[config.mk]
export PLATFORM = sky130hd
export DESIGN_NAME = xint_edge_unit
export DESIGN_NICKNAME = d
export VERILOG_FILES = /design/src/rtl/xint_pkg.sv /design/src/rtl/xint_sync.sv /design/src/rtl/xint_edge_det.sv /design/src/rtl/xint_mode_reg.sv /design/src/rtl/xint_edge_unit.sv
export SDC_FILE = /design/constraint.sdc
export NUM_CORES = 1
export LEC_CHECK = 0
export BUFFER_PORTS_ARGS = -buffer_cell sky130_fd_sc_hd__buf_2
export CORE_UTILIZATION = 43
export CTS_CLUSTER_DIAMETER = 40
export DETAILED_ROUTE_END_ITERATION = 8
export PLACE_DENSITY = 0.76
export SETUP_SLACK_MARGIN = 0.02
export SLEW_MARGIN = 20
export SYNTH_ARGS = -nofsm -noshare
export SYNTH_HDL_FRONTEND = slang
export SYNTH_SLANG_ARGS = --single-unit
[constraint.sdc]
create_clock -name clk -period 1.9 [get_ports clk]
set_input_delay 0.57 -clock clk [delete_from_list [all_inputs] [get_ports clk]]
set_output_delay 0.57 -clock clk [all_outputs]
set_load 0.05 [all_outputs]
[src/rtl/xint_pkg.sv]
package xint_pkg;

    typedef enum logic [1:0] {
        EDGE_FALL = 2'b00,
        EDGE_RISE = 2'b01,
        EDGE_RSVD = 2'b10,
        EDGE_BOTH = 2'b11
    } edge_code_e;

    typedef enum logic {
        TC_IDLE = 1'b0,
        TC_PEND = 1'b1
    } tc_state_e;

endpackage

[src/rtl/xint_sync.sv]
module xint_sync #(
    parameter int          WIDTH   = 4,
    parameter logic        RST_VAL = 1'b1
) (
    input  logic             clk,
    input  logic             rst_n,
    input  logic [WIDTH-1:0] raw_in,
    output logic [WIDTH-1:0] lvl_cur,
    output logic [WIDTH-1:0] lvl_prev
);
    localparam logic [WIDTH-1:0] INIT = {WIDTH{RST_VAL}};

    logic [WIDTH-1:0] meta_q;

    always_ff @(posedge clk or negedge rst_n) begin
        if (!rst_n) begin
            meta_q   <= INIT;
            lvl_cur  <= INIT;
            lvl_prev <= INIT;
        end else begin
            meta_q   <= raw_in;
            lvl_cur  <= meta_q;
            lvl_prev <= lvl_cur;
        end
    end
endmodule

[src/rtl/xint_edge_det.sv]
module xint_edge_det
    import xint_pkg::*;
(
    input  logic       cur,
    input  logic       prev,
    input  edge_code_e code,
    output logic       hit
);
    logic rise, fall;

    always_comb begin
        rise = cur & ~prev;
        fall = ~cur & prev;
        unique case (code)
            EDGE_FALL: hit = fall;
            EDGE_RISE: hit = rise;
            EDGE_BOTH: hit = rise | fall;
            EDGE_RSVD: hit = 1'b0;
            default:   hit = 1'b0;
        endcase
    end
endmodule

[src/rtl/xint_mode_reg.sv]
module xint_mode_reg
    import xint_pkg::*;
#(
    parameter int                ADDR_W    = 16,
    parameter int                DATA_W    = 8,
    parameter logic [ADDR_W-1:0] MODE_ADDR = 16'hFFEC,
    parameter int                LOW_ZERO  = 2
) (
    input  logic              clk,
    input  logic              rst_n,
    input  logic [ADDR_W-1:0] bus_addr,
    input  logic              bus_wr,
    input  logic [DATA_W-1:0] bus_wdata,
    input  logic              tmr_run,
    output logic [DATA_W-1:0] mode_q,
    output edge_code_e        tcode_q,
    output logic [DATA_W-1:0] bus_rdata
);
    localparam int TC_LSB = LOW_ZERO;
    localparam int TC_MSB = LOW_ZERO + 1;

    logic       sel;
    logic       wr_hit;
    tc_state_e  state_q, state_d;
    edge_code_e tcode_d;

    assign sel       = (bus_addr == MODE_ADDR);
    assign wr_hit    = sel & bus_wr;
    assign bus_rdata = sel ? mode_q : '0;

    always_ff @(posedge clk or negedge rst_n) begin
        if (!rst_n) begin
            mode_q <= '0;
        end else if (wr_hit) begin
            mode_q <= {bus_wdata[DATA_W-1:LOW_ZERO], {LOW_ZERO{1'b0}}};
        end
    end

    // state register
    always_ff @(posedge clk or negedge rst_n) begin
        if (!rst_n) begin
            state_q <= TC_IDLE;
            tcode_q <= EDGE_FALL;
        end else begin
            state_q <= state_d;
            tcode_q <= tcode_d;
        end
    end

    // next state and timer-copy outputs
    always_comb begin
        state_d = state_q;
        tcode_d = tcode_q;
        unique case (state_q)
            TC_IDLE: begin
                if (wr_hit) begin
                    if (!tmr_run) tcode_d = edge_code_e'(bus_wdata[TC_MSB:TC_LSB]);
                    else          state_d = TC_PEND;
                end
            end
            TC_PEND: begin
                if (!tmr_run) begin
                    state_d = TC_IDLE;
                    if (wr_hit) tcode_d = edge_code_e'(bus_wdata[TC_MSB:TC_LSB]);
                    else        tcode_d = edge_code_e'(mode_q[TC_MSB:TC_LSB]);
                end
            end
            default: state_d = TC_IDLE;
        endcase
    end
endmodule

[src/rtl/xint_edge_unit.sv]
module xint_edge_unit
    import xint_pkg::*;
#(
    parameter int                ADDR_W    = 16,
    parameter int                DATA_W    = 8,
    parameter int                NUM_PINS  = 4,
    parameter logic [ADDR_W-1:0] MODE_ADDR = 16'hFFEC
) (
    input  logic              clk,
    input  logic              rst_n,
    input  logic [ADDR_W-1:0] bus_addr,
    input  logic              bus_wr,
    input  logic [DATA_W-1:0] bus_wdata,
    output logic [DATA_W-1:0] bus_rdata,
    input  logic [NUM_PINS-1:0] pin_in,
    input  logic              tmr_run,
    output logic [NUM_PINS-1:0] irq_req,
    output logic              tmr_cnt_pulse
);
    localparam int CFG_PINS = NUM_PINS - 1;
    localparam int LOW_ZERO = 2;

    logic [DATA_W-1:0]   mode_q;
    edge_code_e          tcode_q;
    logic [NUM_PINS-1:0] sync_cur, sync_prev, hit_w;
    edge_code_e          code_w [NUM_PINS];
    logic                thit_w;

    xint_mode_reg #(
        .ADDR_W(ADDR_W), .DATA_W(DATA_W), .MODE_ADDR(MODE_ADDR), .LOW_ZERO(LOW_ZERO)
    ) u_reg (
        .clk(clk), .rst_n(rst_n), .bus_addr(bus_addr), .bus_wr(bus_wr),
        .bus_wdata(bus_wdata), .tmr_run(tmr_run), .mode_q(mode_q),
        .tcode_q(tcode_q), .bus_rdata(bus_rdata)
    );

    xint_sync #(.WIDTH(NUM_PINS), .RST_VAL(1'b1)) u_sync (
        .clk(clk), .rst_n(rst_n), .raw_in(pin_in),
        .lvl_cur(sync_cur), .lvl_prev(sync_prev)
    );

    for (genvar i = 0; i < NUM_PINS; i++) begin : g_pin
        if (i < CFG_PINS) begin : g_cfg
            assign code_w[i] = edge_code_e'(mode_q[2*i+LOW_ZERO+1 -: 2]);
        end else begin : g_fix
            assign code_w[i] = EDGE_FALL;
        end
        xint_edge_det u_det (
            .cur(sync_cur[i]), .prev(sync_prev[i]), .code(code_w[i]), .hit(hit_w[i])
        );
    end

    xint_edge_det u_tdet (
        .cur(sync_cur[0]), .prev(sync_prev[0]), .code(tcode_q), .hit(thit_w)
    );

    always_ff @(posedge clk or negedge rst_n) begin
        if (!rst_n) begin
            irq_req       <= '0;
            tmr_cnt_pulse <= 1'b0;
        end else begin
            irq_req       <= hit_w;
            tmr_cnt_pulse <= thit_w & tmr_run;
        end
    end
endmodule

# Word-level counts from Yosys, hierarchy flattened
# Index checks and enable logic that the tools add are counted.
# op_classes
muxes,13
n_bitwise,20
n_reduce_logical,5
n_eq_ne,16
# ops
operator,count
$eq 16x16->1 const B,1
$eq 2x2->1 const B,8
$pmux 1 s4,4
$and 1x1->1,9
$eq 2x1->1 const B,4
$logic_not 2->1,4
$mux 2,4
$mux 8,1
$not 1->1,8
$ne 2x2->1 const B,2
$pmux 2 s2,1
$or 1x1->1,3
$reduce_and 3->1,1
$mux 1,2
$ne 2x1->1 const B,1
$pmux 1 s2,1
# word_totals
reg_bits,26
input_bits,32
output_inout_bits,13
elab_cells,62

# Longest topological paths before layout
# logic_depth
word_depth,5
depth_mapped,6
ltp_nobuf,6

# Cells and area by module
# Synthesis repeated with hierarchy kept, for this count alone.
# unflattened
cells_unflattened,101
area_unflattened_um2,1237.4
# by_module_without_submodules
mod,seq_area_each_um2,n_inst,cells_each,area_per_inst_um2
xint_mode_reg,225.2,1,47,524.3
xint_sync,315.3,1,12,315.3
xint_edge_det,0.0,5,7,52.6
xint_edge_unit,125.1,1,7,135.1

# Worst setup path before layout
# Ideal clock, no wire load.
# synth_timing
path_type,input to output
start,input port bus_addr[0]
end,output port bus_rdata[2]
arrival_time_ps,1613
path_slack_ps,-283
required_ps,1330
n_path_buf,0
cell_stages,3
cell_sequence,nand4bb_4 > nor4_4 > and2_2
# synth_via
elab_chain_len,2
# synth_lines
item,line,rtl
"start, declared",xint_edge_unit.sv:11,"input logic [ADDR_W-1:0] bus_addr,"
$eq 16x16->1,xint_mode_reg.sv:27,assign sel = (bus_addr == MODE_ADDR);
$mux 8,xint_mode_reg.sv:29,assign bus_rdata = sel ? mode_q : '0;
"end, declared",xint_edge_unit.sv:14,"output logic [DATA_W-1:0] bus_rdata,"
# No other way between the ends.

# Worst setup path after layout
# layout_timing
start,input port bus_addr[1]
end,output port bus_rdata[2]
# Same word-level chain as after synthesis.

==> metrics.md <==
| Metric | Value |
|---|---|
| CTS tree | done |
| TritonCTS sink count | 26 |
| Fillers | 209 |
| Seq/Total Area, Yosys | 0.562 |
| Int Pwr | 744 uW |
| Max Fclk | 456 MHz |
| Pre-CTS setup slack | -403 ps |
| Number of max-cap violations | 0 |
| Crit-path leading delay family | simple AND/OR/NAND/NOR gates |
| DRC viols | 0 |
| Syn avg cell area | 13.3 um2 |
| Slew margin rel. | 0.642 |
| Synth cell types | 23 |
| Largest net degree at the start of global routing | 27 |
| Worst setup SP type | primary input |
| Worst Path Buf+Inv | 3 |
| Setup Crit Path Kind | primary input to output port |
| Most common cell in the netlist | dfrtp_1 |
| Final setup viols | 6 |
| Cell taking the most area after synthesis | dfrtp_1 |
| CP max FO | 7 |
| Gate Count Post-Synth | between 80 and 90 |
| Post-synth EDFFs | 0 |
| Die height | 54.5 um |
| YS warnings | 0 |
| Hold crit path type | primary input to async pin |
| Switching share of power | 0.237 |
| CTS H-tree lvls | 1 |
| Global route overflow | 0 |
| Total die area | around 3000 um2 |
| Post-route ant nets | 0 |
| Comb pwr share | 0.116 |
| Critical Path AT | 1620 ps |
| Number of diodes | 0 |
| Clock Latency Late Sink | 310 ps |
| CTS Root Cell | clkbuf_4 |
| Routability cong. | 0.813 |
| Starting Density | 0.465 |
| Pins over their slew limit | 0 |
| Critical Path Max Stage Delay | approximately 260 ps |
| Nets | 175 |
| Failing checks | negative setup slack |
| CP Cell Sequence | buf_6 > nand4bb_4 > nor4_4 > buf_4 > and2_4 > buf_8 |
| IO Pins | 45 |
| Core area | 2540 um2 |
| Top cell type's share of synthesized area | 0.296 |
| Tmin final | 2190 ps |
| Area delta synth->final | 32.2% |
| Cell Rows | 18 |
| Slowest CP cell | nor4_4 |
| CTS buffer count | 3 |
| Max clock buf depth | 2 |
| Global Route Usage Sum | 0.163 |
| Vias/cell | 4.89 |
| Peak VDD IR | 0.604 mV |
| Initial antenna violation count | 0 |
| Worst EP required | 1330 ps |
| CTS clock-pin slew for the worst setup and hold paths | 130 ps |
| Commonest cells in the netlist | dfrtp_1, dfstp_2, nand2_1 |
| Reg power frac | 0.605 |
| Setup Skew | 2.43 ps |
| Worst setup EP type | output port |
| Leakage Power | 0.794 nW |
| Mapped Area | 1180 um2 |
| Pre-antenna DRT Iters | 3 |
| Worst setup margin | -292 ps |
| Vias | around 810 |
| Initial DRC count | 9 |
| Die width | between 50 and 60 um |
| Asr flop ratio synth | 1.00 |
| Final period util | 1.15 |
| WL per Instance | 12.4 um |
| Number of global-route vias before repair | 846 |
| Fraction of layout cells with a size suffix above 1 | 0.566 |
| Outcome | complete, but fails checks |
| Port Buf Inserts | 40 |
| Utilization after layout | 0.615 |
| DPL Wire Length | 1590 um |
| Unrepaired setup endpoints after global routing | yes |
| Switching power | roughly 230 uW |
| Cells taking the most area after synthesis | dfrtp_1, dfstp_2, mux2_4 |
| Seq cells post-synth | 26 |
| Synth Flop Type | dfrtp_1 |
| Global-route wire length before repair | around 3300 um |
| Worst Max-Slew Pin Slew | 537 ps |
| Post-Route WL | ~2000 um |
| Pwr Density | about 620 nW/um2 |
| Clk pwr share | 0.279 |
| Multi-input logic area | 493 um2 |
| Register area | between 600 and 700 um2 |
| Fin. Hold Viols | 0 |
## cells by family after synthesis
group / share of synthesized area
buffers and inverters: 0.0381
other: 0.00317
adders and majority gates: 0.0634
DFF: 0.562
AOI/OAI and AO/OA: 0.0581
muxes: 0.110
and+or+nand+nor: 0.165
## layout by cell type, fill, tap and decap left out, drive strengths merged
master   synthesis  routed
o211ai           2       2
buf              2      44
ha               6       6
nand4bb          1       1
dfstp           12      12
nor2             1       1
nor2b            3       3
o22ai            3       3
a22o             2       2
inv              8       8
clkbuf           0       4
nand4b           1       1
a21boi           1       1
conb             1       2
nand2b           2       2
a22oi            1       1
nand4            2       2
dfrtp           14      14
and2             6       6
nand2           10      10
mux2i            4       4
mux2             6       6
nor4             1       1
## layout make-up
| class | count | area share |
|---|---|---|
| clock buffer | 4 | 0.0232 |
| inverter | 8 | 0.0192 |
| multi-input combinational | 54 | 0.315 |
| sequential | 26 | 0.425 |
| tap | 30 | 0.0240 |
| timing repair buffer | 44 | 0.193 |
## state kept, by name, indices dropped and copies added (netlist names)
name	cells
u_reg.mode_q	6
irq_req	4
u_sync.meta_q	4
tmr_cnt_pulse	1
u_sync.lvl_cur	4
u_reg.state_q	1
u_reg.tcode_q	2
u_sync.lvl_prev	4
## repair_timing
action                                  in CTS  in global routing
hold endpoints to repair                     0                  0
pin swaps                                    0                  3
gates resized for setup                     19                  2
endpoints found under the setup margin       6                  7
hold buffers                                 0                  0
buffers inserted                             1                  0
gates cloned                                 0                  0
## power groups by stage
stage	clock network, mW	registers [mW]	logic (mW)
after CTS	0.284	0.591	0.113
final	0.272	0.591	0.113
after floorplan	0	0.621	0.0384
after global routing	0.308	0.593	0.128
after detailed placement	0	0.600	0.112
after global placement	0	0.599	0.109
## final timing paths
check	startpoint	endpoint	depth (start not counted)	slack [ps]
setup / recovery	bus_addr[1]	bus_rdata[2]	6	-290
max in group asynchronous	rst_n	u_sync.lvl_cur[1]	1	1310
hold reg to reg	u_sync.meta_q[2]	u_sync.lvl_cur[2]	0	360
hold / removal	rst_n	u_reg.state_q	1	220
min in group clk	pin_in[3]	u_sync.meta_q[3]	1	340
setup reg to reg	u_sync.lvl_prev[0]	tmr_cnt_pulse	5	590
## worst reg2reg max path, delay by kind of cell (launching register included)
family                   cells  cell delay [ps]
flip-flops                   1              550
adder cells (fa/ha/maj)      1              290
AO/OA/AOI/OAI                1              190
multiplexers                 1               70
AND/OR/NAND/NOR              1               60
buffers and inverters        1               40
## routing by layer
layer / wire length [um] / track usage / part of all wire / up-vias
li1: - / - / - / 390
met1: 771 / 0.168 / 0.38 / 380
met2: 1080 / 0.307 / 0.53 / 37
met3: 172 / 0.0333 / 0.084 / 4
met4: 23 / 0.0812 / 0.011 / 0
met5: 0 / 0 / 0 / -
## through the flow
step | power [mW] | hold WS (ps) | instances | TNS [ps] | instance area [um2]
final | 0.976 | 217 | 166 | -1720 | 1570
after global routing | 1.03 | 238 | 166 | -2060 | 1570
after CTS | 0.988 | 225 | 166 | -1740 | 1550
after detailed placement | 0.712 | 347 | 161 | -3540 | 1440
after global placement | 0.708 | 346 | 161 | -3300 | 1440
after floorplan | 0.659 | 274 | 90 | -1530 | 1190
Power figures use the tool's default switching activity.
